## src/rtl/pllseq_pkg.sv

```systemverilog
package pllseq_pkg;

   localparam int OE_BIT   = 0;
   localparam int BYPN_BIT = 1;
   localparam int RSTN_BIT = 2;

   localparam logic [2:0] MODE_OFF    = 3'b000;
   localparam logic [2:0] MODE_SETTLE = 3'b010;
   localparam logic [2:0] MODE_LOCKW  = 3'b110;
   localparam logic [2:0] MODE_ON     = 3'b111;

   typedef enum logic [3:0] {
      ST_INIT,
      ST_SETUP,
      ST_OFF,
      ST_SETTLE,
      ST_LOCKW,
      ST_RUN,
      ST_HALT,
      ST_RESTART,
      ST_RELAUNCH
   } seq_state_e;

endpackage

```

## src/rtl/pllseq_timer.sv

```systemverilog
module pllseq_timer #(
   parameter int TMR_W = 8
) (
   input  logic             clk,
   input  logic             rst_n,
   input  logic             load_i,
   input  logic [TMR_W-1:0] val_i,
   output logic             zero_o
);

   logic [TMR_W-1:0] cnt_q;

   always_ff @(posedge clk or negedge rst_n) begin
      if (!rst_n) begin
         cnt_q <= '0;
      end else if (load_i) begin
         cnt_q <= val_i;
      end else if (cnt_q != '0) begin
         cnt_q <= cnt_q - 1'b1;
      end
   end

   assign zero_o = (cnt_q == '0);

endmodule

```

## src/rtl/pllseq_rate.sv

```systemverilog
module pllseq_rate #(
   parameter int MULT_W    = 8,
   parameter int L_INIT    = 10,
   parameter int VCO_MAX_L = 40
) (
   input  logic              clk,
   input  logic              rst_n,
   input  logic              wr_i,
   input  logic [MULT_W-1:0] val_i,
   output logic [MULT_W-1:0] mult_o,
   output logic              vco_hi_o
);

   localparam logic [MULT_W-1:0] LIM   = MULT_W'(VCO_MAX_L);
   localparam logic [MULT_W-1:0] START = MULT_W'(L_INIT);

   always_ff @(posedge clk or negedge rst_n) begin
      if (!rst_n) begin
         mult_o   <= START;
         vco_hi_o <= (START > LIM);
      end else if (wr_i) begin
         mult_o   <= val_i;
         vco_hi_o <= (val_i > LIM);
      end
   end

endmodule

```

## src/rtl/pllseq_setup.sv

```systemverilog
module pllseq_setup #(
   parameter int              MN_W      = 8,
   parameter int              CFG_W     = 16,
   parameter bit              CFG_EN    = 1'b1,
   parameter bit              DROOP_EN  = 1'b1,
   parameter logic [CFG_W-1:0] CFG_VAL   = '0,
   parameter logic [CFG_W-1:0] DROOP_VAL = '0
) (
   input  logic             clk,
   input  logic             rst_n,
   input  logic             go_i,
   output logic [MN_W-1:0]  m_o,
   output logic [MN_W-1:0]  n_o,
   output logic [CFG_W-1:0] cfg_o,
   output logic [CFG_W-1:0] droop_o,
   output logic             done_o
);

   always_ff @(posedge clk or negedge rst_n) begin
      if (!rst_n) begin
         m_o    <= '0;
         n_o    <= '0;
         done_o <= 1'b0;
      end else if (go_i) begin
         m_o    <= '0;
         n_o    <= MN_W'(1);
         done_o <= 1'b1;
      end
   end

   generate
      if (CFG_EN) begin : g_cfg
         always_ff @(posedge clk or negedge rst_n) begin
            if (!rst_n)    cfg_o <= '0;
            else if (go_i) cfg_o <= CFG_VAL;
         end
      end else begin : g_nocfg
         assign cfg_o = '0;
      end

      if (DROOP_EN) begin : g_droop
         always_ff @(posedge clk or negedge rst_n) begin
            if (!rst_n)    droop_o <= '0;
            else if (go_i) droop_o <= DROOP_VAL;
         end
      end else begin : g_nodroop
         assign droop_o = '0;
      end
   endgenerate

endmodule

```

## src/rtl/pllseq_ctrl.sv

```systemverilog
module pllseq_ctrl
   import pllseq_pkg::*;
#(
   parameter int               MULT_W        = 8,
   parameter int               MN_W          = 8,
   parameter int               CFG_W         = 16,
   parameter int               L_INIT        = 10,
   parameter int               VCO_MAX_L     = 40,
   parameter int               SETTLE_CYC    = 192,
   parameter int               LOCK_WAIT_CYC = 1152,
   parameter int               LOCK_TMO_CYC  = 1920000,
   parameter bit               HAS_LOCK      = 1'b1,
   parameter bit               BOOT_ON       = 1'b0,
   parameter bit               CFG_EN        = 1'b1,
   parameter bit               DROOP_EN      = 1'b1,
   parameter logic [CFG_W-1:0] CFG_VAL       = '0,
   parameter logic [CFG_W-1:0] DROOP_VAL     = '0
) (
   input  logic              clk,
   input  logic              rst_n,
   input  logic              en_req_i,
   input  logic              dis_req_i,
   input  logic              rate_req_i,
   input  logic [MULT_W-1:0] rate_mult_i,
   input  logic              lock_i,
   output logic [2:0]        pll_mode_o,
   output logic [MULT_W-1:0] pll_mult_o,
   output logic              pll_vco_hi_o,
   output logic [MN_W-1:0]   pll_m_o,
   output logic [MN_W-1:0]   pll_n_o,
   output logic [CFG_W-1:0]  pll_cfg_o,
   output logic [CFG_W-1:0]  pll_droop_o,
   output logic              setup_done_o,
   output logic              busy_o,
   output logic              enabled_o,
   output logic              lock_err_o,
   output logic              warn_o
);

   localparam int MAX_A   = (SETTLE_CYC > LOCK_WAIT_CYC) ? SETTLE_CYC : LOCK_WAIT_CYC;
   localparam int TMR_MAX = (MAX_A > LOCK_TMO_CYC) ? MAX_A : LOCK_TMO_CYC;
   localparam int TMR_W   = $clog2(TMR_MAX + 1);

   generate
      if (SETTLE_CYC < 1) begin : g_bad_settle
         $error("SETTLE_CYC must be at least 1");
      end
      if (LOCK_WAIT_CYC < 1) begin : g_bad_wait
         $error("LOCK_WAIT_CYC must be at least 1");
      end
      if (LOCK_TMO_CYC < 1) begin : g_bad_tmo
         $error("LOCK_TMO_CYC must be at least 1");
      end
      if (MULT_W < 1 || MN_W < 1) begin : g_bad_width
         $error("multiplier and M/N widths must be positive");
      end
   endgenerate

   seq_state_e        state_q;
   logic [2:0]        mode_q;
   logic              pend_en_q;
   logic [MULT_W-1:0] pend_mult_q;
   logic              err_q;
   logic              warn_q;

   logic              lock_ok;
   logic              tmo_on;
   logic [TMR_W-1:0]  wait_val;
   logic              tmr_zero;
   logic              tmr_load;
   logic [TMR_W-1:0]  tmr_val;
   logic              rate_wr;
   logic [MULT_W-1:0] rate_val;
   logic              setup_go;
   logic              go_settle;
   logic              go_lockw;

   // lock-wait variant: flag with timeout, or a fixed count
   generate
      if (HAS_LOCK) begin : g_lock
         assign lock_ok  = lock_i;
         assign tmo_on   = 1'b1;
         assign wait_val = TMR_W'(LOCK_TMO_CYC - 1);
      end else begin : g_fixed
         logic unused_lock;
         assign unused_lock = lock_i;
         assign lock_ok     = 1'b0;
         assign tmo_on      = 1'b0;
         assign wait_val    = TMR_W'(LOCK_WAIT_CYC - 1);
      end
   endgenerate

   always_comb begin
      go_settle = ((state_q == ST_OFF) && !dis_req_i && !rate_req_i && en_req_i &&
                   (mode_q == MODE_OFF) && setup_done_o) ||
                  ((state_q == ST_SETUP) && pend_en_q) ||
                  ((state_q == ST_RELAUNCH) && !dis_req_i);
      go_lockw  = (state_q == ST_SETTLE) && !dis_req_i && tmr_zero;
      tmr_load  = go_settle || go_lockw;
      tmr_val   = go_lockw ? wait_val : TMR_W'(SETTLE_CYC - 1);
      rate_wr   = ((state_q == ST_OFF) && !dis_req_i && rate_req_i) ||
                  (state_q == ST_RESTART);
      rate_val  = (state_q == ST_RESTART) ? pend_mult_q : rate_mult_i;
      setup_go  = (state_q == ST_SETUP);
   end

   always_ff @(posedge clk or negedge rst_n) begin
      if (!rst_n) begin
         state_q     <= ST_INIT;
         mode_q      <= BOOT_ON ? MODE_ON : MODE_OFF;
         pend_en_q   <= 1'b0;
         pend_mult_q <= '0;
         err_q       <= 1'b0;
         warn_q      <= 1'b0;
      end else begin
         unique case (state_q)
            ST_INIT: begin
               if (mode_q == MODE_ON) begin
                  if (HAS_LOCK && !lock_ok) begin
                     warn_q  <= 1'b1;
                     mode_q  <= MODE_OFF;
                     state_q <= ST_SETUP;
                  end else begin
                     state_q <= ST_RUN;
                  end
               end else begin
                  state_q <= ST_SETUP;
               end
            end
            ST_SETUP: begin
               pend_en_q <= 1'b0;
               if (pend_en_q) begin
                  mode_q  <= MODE_SETTLE;
                  state_q <= ST_SETTLE;
               end else begin
                  state_q <= ST_OFF;
               end
            end
            ST_OFF: begin
               if (go_settle) begin
                  mode_q  <= MODE_SETTLE;
                  state_q <= ST_SETTLE;
               end else if (!dis_req_i && !rate_req_i && en_req_i &&
                            (mode_q == MODE_OFF) && !setup_done_o) begin
                  pend_en_q <= 1'b1;
                  state_q   <= ST_SETUP;
               end
            end
            ST_SETTLE: begin
               if (dis_req_i) begin
                  mode_q  <= MODE_OFF;
                  state_q <= ST_OFF;
               end else if (go_lockw) begin
                  mode_q  <= MODE_LOCKW;
                  state_q <= ST_LOCKW;
               end
            end
            ST_LOCKW: begin
               if (dis_req_i) begin
                  mode_q  <= MODE_OFF;
                  state_q <= ST_OFF;
               end else if (lock_ok) begin
                  mode_q  <= MODE_ON;
                  state_q <= ST_RUN;
               end else if (tmr_zero) begin
                  if (tmo_on) begin
                     err_q   <= 1'b1;
                     state_q <= ST_HALT;
                  end else begin
                     mode_q  <= MODE_ON;
                     state_q <= ST_RUN;
                  end
               end
            end
            ST_RUN: begin
               if (dis_req_i) begin
                  mode_q  <= MODE_OFF;
                  state_q <= ST_OFF;
               end else if (rate_req_i) begin
                  mode_q      <= MODE_OFF;
                  pend_mult_q <= rate_mult_i;
                  state_q     <= ST_RESTART;
               end
            end
            ST_HALT: begin
               if (dis_req_i) begin
                  mode_q  <= MODE_OFF;
                  state_q <= ST_OFF;
               end
            end
            ST_RESTART: begin
               state_q <= ST_RELAUNCH;
            end
            ST_RELAUNCH: begin
               if (dis_req_i) begin
                  state_q <= ST_OFF;
               end else begin
                  mode_q  <= MODE_SETTLE;
                  state_q <= ST_SETTLE;
               end
            end
            default: begin
               mode_q  <= MODE_OFF;
               state_q <= ST_OFF;
            end
         endcase
      end
   end

   pllseq_timer #(
      .TMR_W (TMR_W)
   ) u_timer (
      .clk    (clk),
      .rst_n  (rst_n),
      .load_i (tmr_load),
      .val_i  (tmr_val),
      .zero_o (tmr_zero)
   );

   pllseq_rate #(
      .MULT_W    (MULT_W),
      .L_INIT    (L_INIT),
      .VCO_MAX_L (VCO_MAX_L)
   ) u_rate (
      .clk      (clk),
      .rst_n    (rst_n),
      .wr_i     (rate_wr),
      .val_i    (rate_val),
      .mult_o   (pll_mult_o),
      .vco_hi_o (pll_vco_hi_o)
   );

   pllseq_setup #(
      .MN_W      (MN_W),
      .CFG_W     (CFG_W),
      .CFG_EN    (CFG_EN),
      .DROOP_EN  (DROOP_EN),
      .CFG_VAL   (CFG_VAL),
      .DROOP_VAL (DROOP_VAL)
   ) u_setup (
      .clk     (clk),
      .rst_n   (rst_n),
      .go_i    (setup_go),
      .m_o     (pll_m_o),
      .n_o     (pll_n_o),
      .cfg_o   (pll_cfg_o),
      .droop_o (pll_droop_o),
      .done_o  (setup_done_o)
   );

   assign pll_mode_o = mode_q;
   assign enabled_o  = (mode_q == MODE_ON);
   assign lock_err_o = err_q;
   assign warn_o     = warn_q;
   assign busy_o     = (state_q == ST_INIT)    || (state_q == ST_SETUP)   ||
                       (state_q == ST_SETTLE)  || (state_q == ST_LOCKW)   ||
                       (state_q == ST_RESTART) || (state_q == ST_RELAUNCH);


   rst_after_byp_chk: assert property (@(posedge clk) disable iff (!rst_n)
      $rose(pll_mode_o[RSTN_BIT]) |-> pll_mode_o[BYPN_BIT] && $past(pll_mode_o[BYPN_BIT]));


   oe_last_chk: assert property (@(posedge clk) disable iff (!rst_n)
      pll_mode_o[OE_BIT] |-> pll_mode_o[BYPN_BIT] && pll_mode_o[RSTN_BIT]);


   err_sticky_chk: assert property (@(posedge clk) disable iff (!rst_n)
      lock_err_o |=> lock_err_o);


   err_no_oe_chk: assert property (@(posedge clk) disable iff (!rst_n)
      $rose(lock_err_o) |-> !pll_mode_o[OE_BIT]);


   dis_clears_chk: assert property (@(posedge clk) disable iff (!rst_n)
      (dis_req_i && (pll_mode_o != MODE_OFF) && (state_q != ST_INIT)) |=> (pll_mode_o == MODE_OFF));


   halt_holds_chk: assert property (@(posedge clk) disable iff (!rst_n)
      ((state_q == ST_HALT) && !dis_req_i) |=> (pll_mode_o == MODE_LOCKW));


   mult_when_down_chk: assert property (@(posedge clk) disable iff (!rst_n)
      !$stable(pll_mult_o) |-> (pll_mode_o == MODE_OFF));

endmodule

```

## config.mk

```make
export PLATFORM = sky130hd
export DESIGN_NAME = pllseq_ctrl
export DESIGN_NICKNAME = d
export VERILOG_FILES = /design/src/rtl/pllseq_pkg.sv /design/src/rtl/pllseq_timer.sv /design/src/rtl/pllseq_rate.sv /design/src/rtl/pllseq_setup.sv /design/src/rtl/pllseq_ctrl.sv
export SDC_FILE = /design/constraint.sdc
export NUM_CORES = 1
export LEC_CHECK = 0
export ABC_CLOCK_PERIOD_IN_PS = 2500
export BUFFER_PORTS_ARGS = -buffer_cell sky130_fd_sc_hd__buf_4
export CAP_MARGIN = 20
export CORE_MARGIN = 4
export CORE_UTILIZATION = 31
export CTS_CLUSTER_SIZE = 25
export DETAILED_ROUTE_END_ITERATION = 10
export HOLD_SLACK_MARGIN = 0.06
export SYNTH_ARGS = -nofsm -noshare
export SYNTH_HDL_FRONTEND = slang
export SYNTH_HIERARCHICAL = 1
export SYNTH_SLANG_ARGS = --single-unit
```

## constraint.sdc

```tcl
create_clock -name clk -period 2.5 [get_ports clk]
set_input_delay 0.125 -clock clk [delete_from_list [all_inputs] [get_ports clk]]
set_output_delay 0.125 -clock clk [all_outputs]
set_load 0.02 [all_outputs]
```

==> flow_summary.ini <==
[status]
outcome = finished, violations left
violations = setup timing

[power_and_ir_drop]
ir_drop_mv = 0.460
leakage_nw = 1.83
powerDensity_nw_per_um2 = 973

[worst_setup_path]
start_kind = flop
max_stage_delay_ns = 0.51
crit_arrival_ns = 2.74
r2r.worst_path.cells = 10
cp_num_buf_inv = 2
r2r_end = u_timer/cnt_q[11]$_DFFE_PN0P_
worstSetupPathType = flop to flop
crit_family = simple AND/OR/NAND/NOR gates
reg2reg_from = u_timer/cnt_q[16]$_DFFE_PN0P_
reg2reg_slack_ns = -0.05
cp_slowest_cell = or4b_4
cp_max_fo = 12
end_kind = flop
worstPathRequired_ns = 2.69
path_cells = or3_4, or4b_4, nor3_4, buf_4, and2_4, nand3b_1, buf_6, and2_1, a31oi_1, o41ai_1

[logic_synthesis]
synth-simple-area-share = 0.184
yosys.area.top_type = dfrtp_1
synth_compound_area_frac = 0.158
synthAdderAreaFrac = 0.00780
ys_seq_elements = 49
synth_top_family_by_area = simple AND/OR/NAND/NOR gates
synth-xor-area-share = 0.0355
synth_most_common_cell = buf_4
synth_top_area_frac = 0.367
synth_flop_cell = dfrtp_1
ys_top_cells_by_area = dfrtp_1 (37%), buf_4 (11%), nand2_1 (4.8%)
synth_commonest_cells = buf_4 (48), dfrtp_1 (47), nand2_1 (41)
seq_area_frac_synth = 0.383
synth_edf_count = 0
syn_inst = 336
synth.area.mux_share = 0.0772
yosys_warnings = 6
syn_avg_cell_area_sq_um = 9.55
syn-cell-area_sq_um = 3210
synth-async-reset-ratio = 1.00
synth_cell_types = 68

[clock_tree]
cts_buffers = 5
clock_latency_ns = 0.30
h-tree-depth = 2
cts_tree = yes
clkTransAtPathRegs_ns = 0.10
cts-root-buf = clkbuf_8
clock_path_buffers = 2
cts_sinks = 49

[layout]
drive_gt1_frac = 0.276
fin_nets = 428
final_cells = 546
diodes = 0
final_util = 0.393
final_area_sq_um = 3890
area_growth_pct = 21.3
fill_cells = 1022

[route]
drt_iter0_drc = 88
vias = 2536
wl_met3_um = 312
drc_errors = 0
wire_per_inst_um = 13.0
highest_layer = met4
wl_met2_mm = 3.44
ant_nets = 0
wl_met1_mm = 3.27
finalWirelength_mm = 7.10
first_pass_iters = 4
via_per_inst = 4.64

[min_path]
min_to = state_q[0]$_DFFE_PN0P_
hold_path_startpoint = rate_req_i
hold_depth = 3
min_path_type = primary input to flop

[placed_design]
port-buffer-count = 31
place_ws_ns = -0.0163
place_area_sq_um = 3520
gp_congestion = 0.828
hpwl_mm = 5.07
dp.cells = 514

[timing]
fin_crit_ns = 2.55
period_share = 1.02
hold_violations = 0
setup_viol = 9
relSlewSlack = 0.511
rsz0062_at_grt = yes
max_freq_ghz = 0.393
fin_skew_ns = 0.00513
setup_ws_ns = -0.0455
worst-slew-pin-transition_ns = 0.724
drv_slew = 0

[floorplanning]
die_x_um = 110
die-area_sq_um = 12000
core_sq_um = 9910
std_cell_rows = 36
die_h_um = 110
start_util = 0.324
io_pins = 79

[grt]
grt_pass1_vias = 2313
grt_overflow_total = 0
grt_pass1_wl_mm = 11.4
grt_max_degree = 50
antenna_found_initial = 0
grt.total_usage = 0.117

[run]
cap_viol_max_count = 0
worst register-to-register path, cell delays in order, from the launching register on:
cell and delay [ns]:
dfrtp_1 0.39, or3_4 0.40, or4b_4 0.51, nor3_4 0.16, buf_4 0.14, and2_4 0.12, nand3b_1 0.27, buf_6 0.20
and2_1 0.14, a31oi_1 0.04, o41ai_1 0.07
cells by family (layout without fill, tap and decap cells):
family          count (synthesis)  in the layout
xor+xnor                       13             13
compound gates                 69             69
mux                            19             19
simple gates                  111            111
fa+ha+maj                       2              2
buf+inv                        70             91
flops                          49             49
other cells                     3             59
flip-flops by register name (all words and copies together) (netlist names):
name and cells:
pend_en_q 1, pll_mode_o 3, u_timer/cnt_q 21, pend_mult_q 8
lock_err_o 1, u_rate/mult_o 8, warn_o 1, u_rate/vco_hi_o 1
state_q 4, u_setup/done_o 1
power breakdown:
part | total (W) | internal, W | leakage [nW] | switching (W)
sequential | 0.00138 | 0.00109 | 0.607 | 0.000292
combinational | 0.00191 | 0.000972 | 1.18 | 0.000942
clock | 0.000491 | 0.000203 | 0.0447 | 0.000288
total | 0.00378 | 0.00226 | 1.83 | 0.00152
metal layers:
| metal | up-vias | GRT usage |
|---|---|---|
| li1 | 1241 | - |
| met1 | 1213 | 0.157 |
| met2 | 75 | 0.195 |
| met3 | 7 | 0.0206 |
| met4 | 0 | 0.0303 |
| met5 | - | 0 |
metrics by stage:
step	hold slack, ns	power [W]	setup TNS, ns
after floorplan	-0.171	0.00266	-0.299
after global placement	0.193	0.00308	0
after detailed placement	0.192	0.00311	-0.0314
after CTS	0.138	0.00367	-0.0327
after global routing	0.140	0.00407	-2.29
final	0.145	0.00378	-0.157
worst max-delay path by stage:
stage	start	end	slack, ns	depth (start not counted)
final	u_timer/cnt_q[16]$_DFFE_PN0P_	u_timer/cnt_q[11]$_DFFE_PN0P_	-0.05	10
after global routing	u_timer/cnt_q[16]$_DFFE_PN0P_	u_timer/cnt_q[11]$_DFFE_PN0P_	-0.17	10
after CTS	u_timer/cnt_q[16]$_DFFE_PN0P_	state_q[0]$_DFFE_PN0P_	-0.03	8
after detailed placement	u_timer/cnt_q[16]$_DFFE_PN0P_	pll_mode_o[2]$_DFFE_PN0P_	-0.02	8
after global placement	u_timer/cnt_q[16]$_DFFE_PN0P_	state_q[0]$_DFFE_PN0P_	0.01	8
after floorplan	u_timer/cnt_q[16]$_DFFE_PN0P_	pll_mode_o[2]$_DFFE_PN0P_	-0.09	9
what timing repair did:
action | CTS | global route
resized for setup | 0 | 24
hold endpoints to repair | 56 | 0
pin swaps | 0 | 1
hold buffers | 10 | 0
buffers inserted | 2 | 11
endpoints found under the setup margin | 2 | 9
gates cloned | 0 | 1
layout make-up:
| cell class | count | area [sq um] | share of cell area |
|---|---|---|---|
| clock buffers | 5 | 68.8 | 0.0177 |
| well taps | 133 | 166 | 0.0428 |
| repair buffers | 73 | 596 | 0.153 |
| flip-flops and latches | 49 | 1230 | 0.316 |
| inverters | 10 | 45.0 | 0.0116 |
| clock inverters | 3 | 25.0 | 0.00643 |
| multi-input cells | 273 | 1760 | 0.453 |
placed cells by master (no fill, tap or decap), types with 3 or more instances in the layout:
cell,count
o21ai_1,4
a22o_1,7
o21ai_0,12
nand2b_1,3
a21oi_2,3
dlygate4sd3_1,10
or4_1,4
dfrtp_1,47
o32a_1,3
buf_6,6
o31ai_1,3
nand3_1,5
clkbuf_8,5
a31oi_1,6
nand2_1,38
conb_1,59
mux2_4,9
nor3_1,10
mux2_2,9
a21oi_1,3
xnor2_1,7
buf_4,57
nor2_1,12
xor2_1,6
inv_1,8
nand2_2,3
and3_1,3
o21a_1,3
nor4_1,4
o21bai_1,3
No activity file was read; power rests on OpenSTA's default activity.
